**config.mk**
```make
export PLATFORM = sky130hd
export DESIGN_NAME = wp_unlock_ctrl
export DESIGN_NICKNAME = d
export VERILOG_FILES = /design/src/rtl/wp_pkg.sv /design/src/rtl/wp_key_tracker.sv /design/src/rtl/wp_prot_bank.sv /design/src/rtl/wp_read_mux.sv /design/src/rtl/wp_unlock_ctrl.sv
export SDC_FILE = /design/constraint.sdc
export NUM_CORES = 1
export LEC_CHECK = 0
export BUFFER_PORTS_ARGS = -buffer_cell sky130_fd_sc_hd__buf_2
export CORE_UTILIZATION = 30
export CTS_BUF_LIST = sky130_fd_sc_hd__clkbuf_8
export CTS_CLUSTER_DIAMETER = 80
export DETAILED_ROUTE_END_ITERATION = 10
export GPL_ROUTABILITY_DRIVEN = 0
export MAX_ROUTING_LAYER = met4
export SETUP_SLACK_MARGIN = 0.1
export SKIP_CTS_REPAIR_TIMING = 1
export SLEW_MARGIN = 20
export SYNTH_ARGS = -nofsm -noshare
export SYNTH_HDL_FRONTEND = slang
export SYNTH_HIERARCHICAL = 1
export SYNTH_SLANG_ARGS = --single-unit
```
**constraint.sdc**
```tcl
create_clock -name clk -period 2.1 [get_ports clk]
set_clock_uncertainty 0.2 [all_clocks]
set_input_delay 0 -clock clk [delete_from_list [all_inputs] [get_ports clk]]
set_output_delay 0 -clock clk [all_outputs]
set_load 0.01 [all_outputs]
```
**src/rtl/wp_pkg.sv**
```systemverilog
package wp_pkg;

  typedef enum logic [1:0] {
    KS_IDLE = 2'd0,
    KS_GOT1 = 2'd1,
    KS_GOT2 = 2'd2
  } key_state_t;

  localparam int CLKSEL_W = 2;
  localparam int THRESH_W = 3;

  // field positions inside the guarded registers
  localparam int CLK_SEL_LSB = 0;
  localparam int CLK_WDT_BIT = 4;
  localparam int PWR_BOD_BIT = 0;
  localparam int PWR_THR_LSB = 1;
  localparam int PWR_LVR_BIT = 7;

endpackage

```
**src/rtl/wp_key_tracker.sv**
```systemverilog
module wp_key_tracker
  import wp_pkg::*;
#(
  parameter int                 ADDR_W    = 4,
  parameter int                 DATA_W    = 16,
  parameter logic [ADDR_W-1:0]  LOCK_ADDR = '0,
  parameter logic [DATA_W-1:0]  KEY_A     = 16'h0059,
  parameter logic [DATA_W-1:0]  KEY_B     = 16'h0016,
  parameter logic [DATA_W-1:0]  KEY_C     = 16'h0088
) (
  input  logic              clk,
  input  logic              rst,
  input  logic              wr_en,
  input  logic [ADDR_W-1:0] wr_addr,
  input  logic [DATA_W-1:0] wr_data,
  output logic              unlocked
);

  key_state_t st_q, st_d;
  logic       unl_d;
  logic       lock_hit;
  logic       is_a, is_b, is_c;
  key_state_t restart;

  assign lock_hit = wr_en && (wr_addr == LOCK_ADDR);
  assign is_a     = (wr_data == KEY_A);
  assign is_b     = (wr_data == KEY_B);
  assign is_c     = (wr_data == KEY_C);
  // a mismatching word that equals the first key starts a fresh attempt
  assign restart  = is_a ? KS_GOT1 : KS_IDLE;

  always_comb begin
    st_d  = st_q;
    unl_d = unlocked;
    if (unlocked) begin
      st_d = KS_IDLE;
      if (lock_hit) unl_d = 1'b0;
    end else if (wr_en) begin
      if (!lock_hit) begin
        st_d = KS_IDLE;
      end else begin
        unique case (st_q)
          KS_IDLE: st_d = restart;
          KS_GOT1: st_d = is_b ? KS_GOT2 : restart;
          KS_GOT2: begin
            if (is_c) begin
              st_d  = KS_IDLE;
              unl_d = 1'b1;
            end else begin
              st_d = restart;
            end
          end
          default: st_d = KS_IDLE;
        endcase
      end
    end
  end

  always_ff @(posedge clk) begin
    if (rst) begin
      st_q     <= KS_IDLE;
      unlocked <= 1'b0;
    end else begin
      st_q     <= st_d;
      unlocked <= unl_d;
    end
  end

endmodule

```
**src/rtl/wp_prot_bank.sv**
```systemverilog
module wp_prot_bank
  import wp_pkg::*;
#(
  parameter int                ADDR_W    = 4,
  parameter int                DATA_W    = 16,
  parameter logic [ADDR_W-1:0] STAT_ADDR = 4'h1,
  parameter logic [ADDR_W-1:0] PCLK_ADDR = 4'h2,
  parameter logic [ADDR_W-1:0] PPWR_ADDR = 4'h3,
  parameter logic [ADDR_W-1:0] SCR_ADDR  = 4'h4,
  parameter int                NUM_PROT  = 2
) (
  input  logic                clk,
  input  logic                rst,
  input  logic                wr_en,
  input  logic [ADDR_W-1:0]   wr_addr,
  input  logic [DATA_W-1:0]   wr_data,
  input  logic                unlocked,
  output logic [CLKSEL_W-1:0] clk_sel,
  output logic                wdt_en,
  output logic [THRESH_W-1:0] thresh,
  output logic                bod_en,
  output logic                lvr_en,
  output logic [DATA_W-1:0]   scratch,
  output logic                viol
);

  localparam logic [ADDR_W-1:0] PROT_ADDRS [NUM_PROT] = '{PCLK_ADDR, PPWR_ADDR};

  logic [NUM_PROT-1:0] prot_hit;
  logic [NUM_PROT-1:0] prot_we;
  logic                any_prot_hit;
  logic                blocked;
  logic                stat_clr;

  // one address match and one gated write enable per guarded register
  for (genvar g = 0; g < NUM_PROT; g++) begin : g_prot
    assign prot_hit[g] = wr_en && (wr_addr == PROT_ADDRS[g]);
    assign prot_we[g]  = prot_hit[g] && unlocked;
  end

  assign any_prot_hit = |prot_hit;
  assign blocked      = any_prot_hit && !unlocked;
  assign stat_clr     = wr_en && (wr_addr == STAT_ADDR) && wr_data[0];

  always_ff @(posedge clk) begin
    if (rst) begin
      clk_sel <= '0;
      wdt_en  <= 1'b0;
    end else if (prot_we[0]) begin
      clk_sel <= wr_data[CLK_SEL_LSB +: CLKSEL_W];
      wdt_en  <= wr_data[CLK_WDT_BIT];
    end
  end

  always_ff @(posedge clk) begin
    if (rst) begin
      bod_en <= 1'b0;
      thresh <= '0;
      lvr_en <= 1'b1;
    end else if (prot_we[1]) begin
      bod_en <= wr_data[PWR_BOD_BIT];
      thresh <= wr_data[PWR_THR_LSB +: THRESH_W];
      lvr_en <= wr_data[PWR_LVR_BIT];
    end
  end

  always_ff @(posedge clk) begin
    if (rst) begin
      scratch <= '0;
    end else if (wr_en && (wr_addr == SCR_ADDR)) begin
      scratch <= wr_data;
    end
  end

  // set has priority; the two cannot coincide on a single-address bus
  always_ff @(posedge clk) begin
    if (rst) begin
      viol <= 1'b0;
    end else if (blocked) begin
      viol <= 1'b1;
    end else if (stat_clr) begin
      viol <= 1'b0;
    end
  end

endmodule

```
**src/rtl/wp_read_mux.sv**
```systemverilog
module wp_read_mux
  import wp_pkg::*;
#(
  parameter int                ADDR_W    = 4,
  parameter int                DATA_W    = 16,
  parameter logic [ADDR_W-1:0] LOCK_ADDR = 4'h0,
  parameter logic [ADDR_W-1:0] STAT_ADDR = 4'h1,
  parameter logic [ADDR_W-1:0] PCLK_ADDR = 4'h2,
  parameter logic [ADDR_W-1:0] PPWR_ADDR = 4'h3,
  parameter logic [ADDR_W-1:0] SCR_ADDR  = 4'h4
) (
  input  logic                clk,
  input  logic                rst,
  input  logic                rd_en,
  input  logic [ADDR_W-1:0]   rd_addr,
  input  logic                unlocked,
  input  logic                viol,
  input  logic [CLKSEL_W-1:0] clk_sel,
  input  logic                wdt_en,
  input  logic [THRESH_W-1:0] thresh,
  input  logic                bod_en,
  input  logic                lvr_en,
  input  logic [DATA_W-1:0]   scratch,
  output logic [DATA_W-1:0]   rdata
);

  logic [DATA_W-1:0] clk_word, pwr_word, rd_d;

  always_comb begin
    clk_word = '0;
    clk_word[CLK_SEL_LSB +: CLKSEL_W] = clk_sel;
    clk_word[CLK_WDT_BIT]             = wdt_en;
    pwr_word = '0;
    pwr_word[PWR_BOD_BIT]             = bod_en;
    pwr_word[PWR_THR_LSB +: THRESH_W] = thresh;
    pwr_word[PWR_LVR_BIT]             = lvr_en;
  end

  always_comb begin
    rd_d = '0;
    if (rd_addr == LOCK_ADDR)      rd_d[0] = unlocked;
    else if (rd_addr == STAT_ADDR) rd_d[0] = viol;
    else if (rd_addr == PCLK_ADDR) rd_d    = clk_word;
    else if (rd_addr == PPWR_ADDR) rd_d    = pwr_word;
    else if (rd_addr == SCR_ADDR)  rd_d    = scratch;
  end

  always_ff @(posedge clk) begin
    if (rst)        rdata <= '0;
    else if (rd_en) rdata <= rd_d;
  end

endmodule

```
**src/rtl/wp_unlock_ctrl.sv**
```systemverilog
module wp_unlock_ctrl
  import wp_pkg::*;
#(
  parameter int                ADDR_W    = 4,
  parameter int                DATA_W    = 16,
  parameter logic [ADDR_W-1:0] LOCK_ADDR = 4'h0,
  parameter logic [ADDR_W-1:0] STAT_ADDR = 4'h1,
  parameter logic [ADDR_W-1:0] PCLK_ADDR = 4'h2,
  parameter logic [ADDR_W-1:0] PPWR_ADDR = 4'h3,
  parameter logic [ADDR_W-1:0] SCR_ADDR  = 4'h4,
  parameter logic [DATA_W-1:0] KEY_A     = 16'h0059,
  parameter logic [DATA_W-1:0] KEY_B     = 16'h0016,
  parameter logic [DATA_W-1:0] KEY_C     = 16'h0088
) (
  input  logic                clk,
  input  logic                rst,
  input  logic [ADDR_W-1:0]   bus_addr,
  input  logic                bus_wr,
  input  logic [DATA_W-1:0]   bus_wdata,
  input  logic                bus_rd,
  output logic [DATA_W-1:0]   bus_rdata,
  output logic                prot_unlocked,
  output logic                viol_flag,
  output logic [CLKSEL_W-1:0] clk_src_sel,
  output logic                wdt_clk_en,
  output logic [THRESH_W-1:0] bod_thresh,
  output logic                bod_en,
  output logic                lvr_en
);

  logic [DATA_W-1:0] scratch;

  wp_key_tracker #(
    .ADDR_W(ADDR_W), .DATA_W(DATA_W), .LOCK_ADDR(LOCK_ADDR),
    .KEY_A(KEY_A), .KEY_B(KEY_B), .KEY_C(KEY_C)
  ) u_trk (
    .clk      (clk),
    .rst      (rst),
    .wr_en    (bus_wr),
    .wr_addr  (bus_addr),
    .wr_data  (bus_wdata),
    .unlocked (prot_unlocked)
  );

  wp_prot_bank #(
    .ADDR_W(ADDR_W), .DATA_W(DATA_W), .STAT_ADDR(STAT_ADDR),
    .PCLK_ADDR(PCLK_ADDR), .PPWR_ADDR(PPWR_ADDR), .SCR_ADDR(SCR_ADDR),
    .NUM_PROT(2)
  ) u_bank (
    .clk      (clk),
    .rst      (rst),
    .wr_en    (bus_wr),
    .wr_addr  (bus_addr),
    .wr_data  (bus_wdata),
    .unlocked (prot_unlocked),
    .clk_sel  (clk_src_sel),
    .wdt_en   (wdt_clk_en),
    .thresh   (bod_thresh),
    .bod_en   (bod_en),
    .lvr_en   (lvr_en),
    .scratch  (scratch),
    .viol     (viol_flag)
  );

  wp_read_mux #(
    .ADDR_W(ADDR_W), .DATA_W(DATA_W), .LOCK_ADDR(LOCK_ADDR),
    .STAT_ADDR(STAT_ADDR), .PCLK_ADDR(PCLK_ADDR), .PPWR_ADDR(PPWR_ADDR),
    .SCR_ADDR(SCR_ADDR)
  ) u_rd (
    .clk      (clk),
    .rst      (rst),
    .rd_en    (bus_rd),
    .rd_addr  (bus_addr),
    .unlocked (prot_unlocked),
    .viol     (viol_flag),
    .clk_sel  (clk_src_sel),
    .wdt_en   (wdt_clk_en),
    .thresh   (bod_thresh),
    .bod_en   (bod_en),
    .lvr_en   (lvr_en),
    .scratch  (scratch),
    .rdata    (bus_rdata)
  );

endmodule

```
==> flow_metrics.py <==
metrics = {
    "logic_synthesis": {
        "synthCells": 228,
        "synth_cell_types": 44,
        "synth_edf_count": 0,
        "ys_warn_count": 6,
        "syn_avg_cell_area_um2": 9.59,
        "async_flop_share_pct": 0,
        "synth_top_cell_by_area": "dfxtp_1",
        "synth-seq-cells": 44,
        "synthFlopType": "dfxtp_1",
        "synth.net_count": 252,
        "yosysTopAreaCellShare_pct": 40.3,
        "synth_area_um2": 2190,
        "synth_area_leaders": "dfxtp_1 (40%), nand2b_1 (13%), mux2i_1 (11%)",
        "seq_area_frac_synth_pct": 40.3,
    },
    "routing": {
        "ant_nets": 0,
        "avgRoutedWirePerCell_um": 13.4,
        "drtPass1Iterations": 4,
        "wirelength_um": 5230,
        "viasPerCell": 4.70,
        "drc": 0,
        "initialDrtViolationCount": 125,
        "vias": 1837,
    },
    "sta": {
        "post-route-period-util_pct": 79.7,
        "max_slew.worst_pin.slew_ns": 0.625,
        "setup_tns_ns": 0,
        "max_freq_mhz": 597,
        "rsz0062_at_grt": "no",
        "slew_headroom_pct": 58.3,
        "finalWorstSetupSlack_ns": 0.425,
        "finalCriticalPeriod_ns": 1.67,
        "holdWs_ns": -0.0180,
        "setup_viol": 0,
        "slew_viol_final": 0,
        "hold_violations": 2,
    },
    "setup_path": {
        "rr_worst_depth": 2,
        "cp.depth": 6,
        "critPathLaunchType": "input pin",
        "path_buf_inv": 2,
        "worstSetupEndpointType": "register",
        "arrival_ns": 1.69,
        "critPathCapture": "u_trk/st_q[0]",
        "crit_required_ns": 2.11,
        "crit_fanout": 3,
        "cp-startpoint": "bus_wdata[9]",
        "rrSetupSlack_ns": 0.82,
        "critical-path-top-delay-family": "simple AND/OR/NAND/NOR gates",
        "max_stage_delay_ns": 0.53,
        "slowest_stage": "dlygate4sd3_1",
        "reg2reg_from": "u_trk/unlocked",
        "regToRegEndpoint": "u_bank/thresh[1]",
        "path_cells": "dlygate4sd3_1 -> buf_2 -> nor4_1 -> and4_1 -> nand2_1 -> o31ai_2",
        "crit_type": "input pin to register",
    },
    "clock_tree": {
        "cts_made_buffers": 5,
        "clock-sinks": 44,
        "cts-root-buf": "clkbuf_8",
        "clock_path_buffers": 2,
        "clkTransAtPathRegs_ns": 0.08,
        "cts_tree": "built",
        "cts_max_level": 2,
        "clock_latency_ns": 0.29,
    },
    "grt": {
        "grt_first_pass_wirelength_um": 8250,
        "grt_start_max_net_pins": 27,
        "grt_overflow": 0,
        "grt_pass1_vias": 1620,
        "antenna_found_initial": 0,
        "grt_use_total_pct": 14.4,
    },
    "cells_and_area": {
        "stdcell_count": 391,
        "nets": 319,
        "drive_above_1_share_pct": 27.5,
        "diodes": 0,
        "area_delta_synth_final_pct": 27.2,
    },
    "die": {
        "die_area_um2": 7640,
        "num_rows": 30,
        "fp.dieH_um": 87.4,
        "core_region_area_um2": 6910,
        "die_width_um": 87.4,
        "start_util_pct": 31.7,
        "io_pins": 50,
    },
    "power_and_ir_drop": {
        "peakVddDrop_v": 0.000190,
        "power_uw": 1520,
        "p_leak_uw": 0.00112,
        "power_density_nw_per_um2": 546,
    },
    "run": {
        "drv_cap": 0,
    },
    "status": {
        "violations": "negative hold slack",
        "status": "complete, but fails checks",
    },
    "min_path": {
        "hold_class": "input pin to register",
    },
    "place": {
        "io_buffers": 49,
        "hpwl_um": 3740,
        "dp_slack_ns": 0.601,
        "dp_cells": 365,
    },
}
[sequential cells by signal, summed over array words and instances (netlist names)]
| name | flops |
|---|---|
| u_bank/lvr_en | 1 |
| u_bank/clk_sel | 2 |
| u_trk/st_q | 2 |
| u_bank/scratch | 16 |
| u_trk/unlocked | 1 |
| u_bank/thresh | 3 |
| u_rd/rdata | 16 |
| u_bank/wdt_en | 1 |
| u_bank/bod_en | 1 |
| u_bank/viol | 1 |
[logic make-up (layout without fill, tap and decap cells)]
group	Yosys count	in the layout	synth area share, %
flops	44	44	40.3
simple gates	115	115	33.7
mux	24	24	11.0
compound gates	33	33	11.7
buf+inv	12	79	3.32
[worst min-delay path by stage]
| stage | startpoint | to | slack (ns) | depth (start not counted) |
|---|---|---|---|---|
| floorplan | rst | u_trk/unlocked | -0.13 | 1 |
| global placement | bus_wdata[11] | u_bank/scratch[11] | 0.08 | 3 |
| detailed placement | bus_wdata[13] | u_bank/scratch[13] | 0.09 | 3 |
| CTS | bus_wdata[13] | u_bank/scratch[13] | -0.23 | 3 |
| global route | bus_rd | u_rd/rdata[4] | 0.007 | 4 |
| finish | bus_rd | u_rd/rdata[4] | -0.02 | 4 |
[cells in the mapped netlist (2+ instances only)]
cell type	count
a21oi_1	8
a21oi_2	10
a22o_1	5
and2b_1	2
and3_2	2
buf_6	3
clkbuf_1	6
dfxtp_1	44
mux2i_1	24
nand2_1	6
nand2b_1	46
nand3_1	2
nand3b_1	2
nand4_1	2
nand4b_1	2
nor2_1	18
nor2b_1	14
nor3_1	2
nor4_1	2
nor4b_1	2
nor4bb_1	2
o21a_1	2
[final cells by class]
type / instances / area (µm²)
Clock inverter: 2 / 12.5
Tap cell: 96 / 120
Sequential cell: 44 / 881
Multi-Input combinational cell: 172 / 1230
Clock buffer: 5 / 68.8
Timing Repair Buffer: 72 / 465
Fill cell: 710 / 4130
[power breakdown]
| group | internal [µW] | switching, µW | total, µW |
|---|---|---|---|
| logic | 82.9 | 86.5 | 169 |
| registers | 839 | 3.74 | 843 |
| clock network | 225 | 281 | 507 |
| total | 1150 | 372 | 1520 |
[per-layer routing]
layer	track usage (%)	up-vias	wire length, µm
li1	-	925	-
met4	5.37	0	68
met5	-	-	0
met1	20.3	855	2550
met3	3.13	5	249
met2	19.8	52	2360
[worst min-delay path, delay by kind of cell]
family          cells  cell delay (ns)
compound gates      1             0.06
buf+inv             2             0.28
simple gates        1             0.09
[stage by stage]
step	hold WS [ns]	util [%]	area [µm²]
floorplan	-0.131	-	2190
global placement	0.0769	36.3	2510
detailed placement	0.0864	36.3	2510
CTS	-0.230	37.5	2590
global route	0.00713	40.3	2780
finish	-0.0180	40.3	2780
[cells in the final DEF (no fill, tap or decap), types with 2 or more instances in the layout]
| master | synthesis | routed |
|---|---|---|
| nand4b_1 | 2 | 2 |
| buf_2 | 1 | 49 |
| nor2_1 | 18 | 18 |
| nand4_1 | 2 | 2 |
| nand3_1 | 2 | 2 |
| a21oi_1 | 8 | 8 |
| nor4bb_1 | 2 | 2 |
| o21a_1 | 2 | 2 |
| and3_2 | 2 | 2 |
| dfxtp_1 | 44 | 44 |
| nor3_1 | 2 | 2 |
| mux2i_1 | 24 | 24 |
| nand2_1 | 6 | 6 |
| buf_4 | 1 | 4 |
| nand2b_1 | 46 | 46 |
| and2b_1 | 2 | 2 |
| a21oi_2 | 10 | 10 |
| clkbuf_8 | 0 | 5 |
| nor4b_1 | 2 | 2 |
| nand3b_1 | 2 | 2 |
| dlygate4sd3_1 | 0 | 19 |
| a22o_1 | 5 | 5 |
| nor4_1 | 2 | 2 |
| nor2b_1 | 14 | 14 |
(Power assumes the default switching activity.)
